**config.mk**
```make
export PLATFORM = sky130hd
export DESIGN_NAME = wpt_ctrl_window
export DESIGN_NICKNAME = d
export VERILOG_FILES = /design/src/rtl/wpt_pkg.sv /design/src/rtl/wpt_addr_dec.sv /design/src/rtl/wpt_access_gate.sv /design/src/rtl/wpt_reg_bank.sv /design/src/rtl/wpt_ctrl_window.sv
export SDC_FILE = /design/constraint.sdc
export NUM_CORES = 1
export LEC_CHECK = 0
export ABC_AREA = 1
export CORE_UTILIZATION = 55
export CTS_CLUSTER_SIZE = 8
export DETAILED_ROUTE_END_ITERATION = 8
export PLACE_DENSITY = 0.76
export SLEW_MARGIN = 20
export SYNTH_ARGS = -nofsm -noshare
export SYNTH_HDL_FRONTEND = slang
export SYNTH_SLANG_ARGS = --single-unit
```
**constraint.sdc**
```tcl
create_clock -name clk -period 2.25 [get_ports clk]
set_input_delay 0.3375 -clock clk [delete_from_list [all_inputs] [get_ports clk]]
set_output_delay 0.3375 -clock clk [all_outputs]
set_load 0.01 [all_outputs]
```
**src/rtl/wpt_pkg.sv**
```systemverilog
package wpt_pkg;
  localparam int unsigned WORD_W   = 32;
  localparam int unsigned MAX_WP   = 16;
  localparam int unsigned IDX_W    = $clog2(MAX_WP);
  localparam logic [11:0] WIN_BASE = 12'h808;
  // bits that can hold a one: 28:24 and 20:0
  localparam logic [WORD_W-1:0] KEEP_MASK = 32'h1F1F_FFFF;

  typedef struct packed {
    logic       hit;
    logic [IDX_W-1:0] idx;
  } dec_t;
endpackage

```
**src/rtl/wpt_addr_dec.sv**
```systemverilog
module wpt_addr_dec #(
  parameter int unsigned ADDR_W = 12
) (
  input  logic [ADDR_W-1:0] addr,
  output wpt_pkg::dec_t     dec
);
  import wpt_pkg::*;
  localparam int unsigned LO_W = 4;
  localparam int unsigned HI_L = LO_W + IDX_W;
  localparam logic [ADDR_W-1:0] BASE = ADDR_W'(WIN_BASE);

  always_comb begin
    dec.hit = (addr[LO_W-1:0] == BASE[LO_W-1:0]) &&
              (addr[ADDR_W-1:HI_L] == BASE[ADDR_W-1:HI_L]);
    dec.idx = addr[HI_L-1:LO_W];
  end
endmodule

```
**src/rtl/wpt_access_gate.sv**
```systemverilog
module wpt_access_gate (
  input  logic core_pwr,
  input  logic dbl_lock,
  input  logic os_lock,
  input  logic ext_allow,
  input  logic sw_lock,
  output logic permit,
  output logic may_write
);
  always_comb begin
    permit    = core_pwr && !dbl_lock && !os_lock && ext_allow;
    may_write = permit && !sw_lock;
  end
endmodule

```
**src/rtl/wpt_reg_bank.sv**
```systemverilog
module wpt_reg_bank #(
  parameter int unsigned NUM_WP = 16
) (
  input  logic                          clk,
  input  logic                          rst_n,
  input  logic                          we,
  input  logic [wpt_pkg::IDX_W-1:0]     idx,
  input  logic [wpt_pkg::WORD_W-1:0]    wdata,
  output logic [wpt_pkg::WORD_W-1:0]    rdata
);
  import wpt_pkg::*;
  logic [WORD_W-1:0] slot [MAX_WP];

  for (genvar g = 0; g < MAX_WP; g++) begin : g_slot
    if (g < NUM_WP) begin : g_impl
      always_ff @(posedge clk) begin
        if (!rst_n)
          slot[g] <= '0;
        else if (we && idx == IDX_W'(g))
          slot[g] <= wdata & KEEP_MASK;
      end
    end else begin : g_absent
      assign slot[g] = '0;
    end
  end

  assign rdata = slot[idx];
endmodule

```
**src/rtl/wpt_ctrl_window.sv**
```systemverilog
module wpt_ctrl_window #(
  parameter int unsigned ADDR_W = 12,
  parameter int unsigned NUM_WP = 16
) (
  input  logic              clk,
  input  logic              rst_n,
  input  logic [ADDR_W-1:0] req_addr,
  input  logic [31:0]       req_wdata,
  input  logic              wr_en,
  input  logic              rd_en,
  input  logic              core_pwr,
  input  logic              dbl_lock,
  input  logic              os_lock,
  input  logic              ext_allow,
  input  logic              sw_lock,
  output logic              rsp_valid,
  output logic              rsp_err,
  output logic [31:0]       rsp_rdata
);
  import wpt_pkg::*;

  dec_t              dec;
  logic              permit, may_write;
  logic              req, bank_we;
  logic [WORD_W-1:0] bank_rdata, rdata_n;

  wpt_addr_dec #(.ADDR_W(ADDR_W)) u_dec (.addr(req_addr), .dec(dec));

  wpt_access_gate u_gate (
    .core_pwr(core_pwr), .dbl_lock(dbl_lock), .os_lock(os_lock),
    .ext_allow(ext_allow), .sw_lock(sw_lock),
    .permit(permit), .may_write(may_write)
  );

  always_comb begin
    req     = dec.hit && (wr_en || rd_en);
    bank_we = dec.hit && wr_en && may_write;
    rdata_n = (req && !wr_en && permit) ? bank_rdata : '0;
  end

  wpt_reg_bank #(.NUM_WP(NUM_WP)) u_bank (
    .clk(clk), .rst_n(rst_n), .we(bank_we), .idx(dec.idx),
    .wdata(req_wdata), .rdata(bank_rdata)
  );

  always_ff @(posedge clk) begin
    if (!rst_n) begin
      rsp_valid <= 1'b0;
      rsp_err   <= 1'b0;
      rsp_rdata <= '0;
    end else begin
      rsp_valid <= req;
      rsp_err   <= req && !permit;
      rsp_rdata <= rdata_n;
    end
  end
endmodule

```
==> impl_metrics.env <==
export IMPL_max_freq_ghz=0.555
export IMPL_start_util=0.560
export IMPL_final_area_um2=24400
export IMPL_ant_nets=0
export IMPL_synth_seq_area_share=0.635
export IMPL_power_switching_mw=4.53
export IMPL_worst_pin_slew_ns=0.606
export IMPL_leakagePower_nw=10.8
export IMPL_placedInstanceArea_um2=22600
export IMPL_finalWorstSetupSlack_ns=0.449
export IMPL_ys_warn_count=0
export IMPL_synthCells=2282
export IMPL_overflow=0
export IMPL_antenna_found_initial=0
export IMPL_cts_setup_buffers=0
export IMPL_stdcell_count=2901
export IMPL_insertion_delay_ns=0.61
export IMPL_yosys_top_cells_area="edfxtp_1 (61%), nand2_1 (21%), nor2_1 (8.0%)"
export IMPL_slowest_delay_ns=0.55
export IMPL_ys_ff_latch=444
export IMPL_cap_violations=0
export IMPL_p_sw_frac=0.230
export IMPL_startpoint_type="register"
export IMPL_cts_buffers=61
export IMPL_dr_wl_met2_um=26600
export IMPL_seqPwrFrac=0.482
export IMPL_finalClockSkew_ns=0.0186
export IMPL_wl_per_cell_um=18.3
export IMPL_cp_slowest_cell="clkdlybuf4s50_1"
export IMPL_h_tree_depth=2
export IMPL_p_comb_frac=0.081
export IMPL_min_period_ns=1.80
export IMPL_power_density_nw_per_um2=809
export IMPL_cts_max_path_buffers=3
export IMPL_synth_top_family_by_area="simple AND/OR/NAND/NOR gates"
export IMPL_path_clk_slew_ns=0.05
export IMPL_cts_resized=0
export IMPL_port_buffers=74
export IMPL_io_pins=87
export IMPL_cts_hold_buffers=0
export IMPL_drt_initial_drc_count=1686
export IMPL_finalHoldViolCount=0
export IMPL_coreArea_um2=36700
export IMPL_cts_root_buffer="clkbuf_16"
export IMPL_layout_commonest_cell="nand2_1"
export IMPL_path_buf_inv=1
export IMPL_place_ws_ns=-0.106
export IMPL_synth_largest_area_cell="edfxtp_1"
export IMPL_internal_power_mw=15.2
export IMPL_die_y_um=195
export IMPL_cts_tree="built"
export IMPL_worstPathRequired_ns=1.91
export IMPL_yosysUniqueCellTypes=20
export IMPL_rows=70
export IMPL_end_kind="primary output"
export IMPL_gp_congestion=0.876
export IMPL_worstSetupPathType="register to primary output"
export IMPL_die_w_um=195
export IMPL_place_detailed_hpwl_um=32700
export IMPL_layout_drive_gt1_share=0.106
export IMPL_crit_arrival_ns=1.46
export IMPL_nets=2436
export IMPL_hp_class="primary input to register"
export IMPL_wl_um=53000
export IMPL_status="completed"
export IMPL_irDropWorstVdd_uv=592
export IMPL_antennaDiodeCount=0
export IMPL_relSlewSlack=0.596
export IMPL_numClockSinks=444
export IMPL_synthMuxAreaShare=0
export IMPL_vias=15871
export IMPL_wl_met1_um=19400
export IMPL_synthAdderAreaFrac=0
export IMPL_rsz0062_at_grt="false"
export IMPL_grt_use_total=0.286
export IMPL_setup_viol=0
export IMPL_wl_met3_um=4580
export IMPL_slew_violations=0
export IMPL_placedCellCount=2788
export IMPL_p_clk_frac=0.437
export IMPL_critPathTopFamily="buffers and inverters"
export IMPL_setup_tns_ns=0
export IMPL_syn2layout_area_growth_pct=18.6
export IMPL_layout_common_cells="nand2_1 (1125), nor2_1 (437), edfxtp_1 (416), clkdlybuf4s50_1 (71), buf_4 (64)"
export IMPL_synthXorXnorAreaFrac=0
export IMPL_hold_slack_ns=0.284
export IMPL_dieArea_um2=38100
export IMPL_crit_chain="clkdlybuf4s50_1"
export IMPL_route_detailed_drc=0
export IMPL_grt_pass1_vias=15664
export IMPL_syn_area_um2=20600
export IMPL_first_pass_iters=6
export IMPL_viasPerCell=5.47
export IMPL_min_period_over_period=0.800
export IMPL_synth_simple_area_share=0.316
export IMPL_grt_max_degree=81
export IMPL_synth_compound_area_frac=0.000365
export IMPL_highest_layer="met4"
export IMPL_path_max_fanout=1
export IMPL_grt_pass1_wl_um=83800
export IMPL_yosys_area_top_type_share=0.608
export IMPL_syn_avg_cell_area_um2=9.01
## synth_stat cells
| cell type | instances |
|---|---|
| buf_12 | 1 |
| dfxtp_1 | 28 |
| buf_1 | 13 |
| clkbuf_1 | 69 |
| conb_1 | 1 |
| edfxtp_1 | 416 |
| nand4_2 | 7 |
| nand2_1 | 1135 |
| o21a_1 | 1 |
| nor2_1 | 438 |
| nand4_1 | 1 |
| nor2_8 | 1 |
| inv_2 | 4 |
| buf_4 | 9 |
| nor2_2 | 43 |
| nand4_4 | 9 |
| nor2_4 | 2 |
| buf_2 | 43 |
| inv_1 | 43 |
| buf_6 | 18 |
## worst paths after layout
path | slack, ns | startpoint | end | cells past startpoint
max | 0.45 | rsp_rdata[13] | rsp_rdata[13] | 1
min | 0.28 | rst_n | rsp_valid | 4
min reg2reg | 0.77 | u_bank.slot[12][14] | rsp_rdata[14] | 8
max reg2reg | 1.07 | u_bank.slot[10][4] | rsp_rdata[4] | 8
## layout make-up
class / count / area [um2]
clock buffers: 111 / 1760
clock inverters: 2 / 38.8
repair buffers: 186 / 2190
well taps: 468 / 586
inverters: 47 / 183
multi-input cells: 1643 / 6570
flip-flops and latches: 444 / 13100
fillers: 2748 / 12300
## stage by stage
step | total power, mW | util
4_1_cts | 19.8 | 0.664
6_report | 19.7 | 0.664
3_3_place_gp | 11.2 | 0.615
5_1_grt | 20.3 | 0.664
2_1_floorplan | 10.6 | -
3_5_place_dp | 11.2 | 0.615
## layer usage
layer,track usage,vias up
li1,-,7381
met1,0.350,7400
met2,0.495,908
met3,0.0421,182
met4,0.146,0
met5,0,-
## flip-flops by register name, summed over array words and instances, names as in the netlist
signal,count
rsp_valid,1
rsp_err,1
rsp_rdata,26
u_bank.slot,416
## cells by family (layout without fill, tap and decap cells)
| kind of cell | after synthesis | in the layout |
|---|---|---|
| DFF | 444 | 444 |
| other | 1 | 6 |
| AOI/OAI and AO/OA | 1 | 1 |
| buffers and inverters | 200 | 346 |
| and+or+nand+nor | 1636 | 1636 |
## power groups by stage
stage          combinational (mW)  clock, mW  sequential, mW
6_report                     1.60       8.62            9.50
5_1_grt                      1.76       9.05            9.53
4_1_cts                      1.59       8.69            9.50
3_5_place_dp                 1.58          0            9.66
3_3_place_gp                 1.55          0            9.64
2_1_floorplan               0.942          0            9.63
Note: power is estimated with default switching activity, not from simulation.
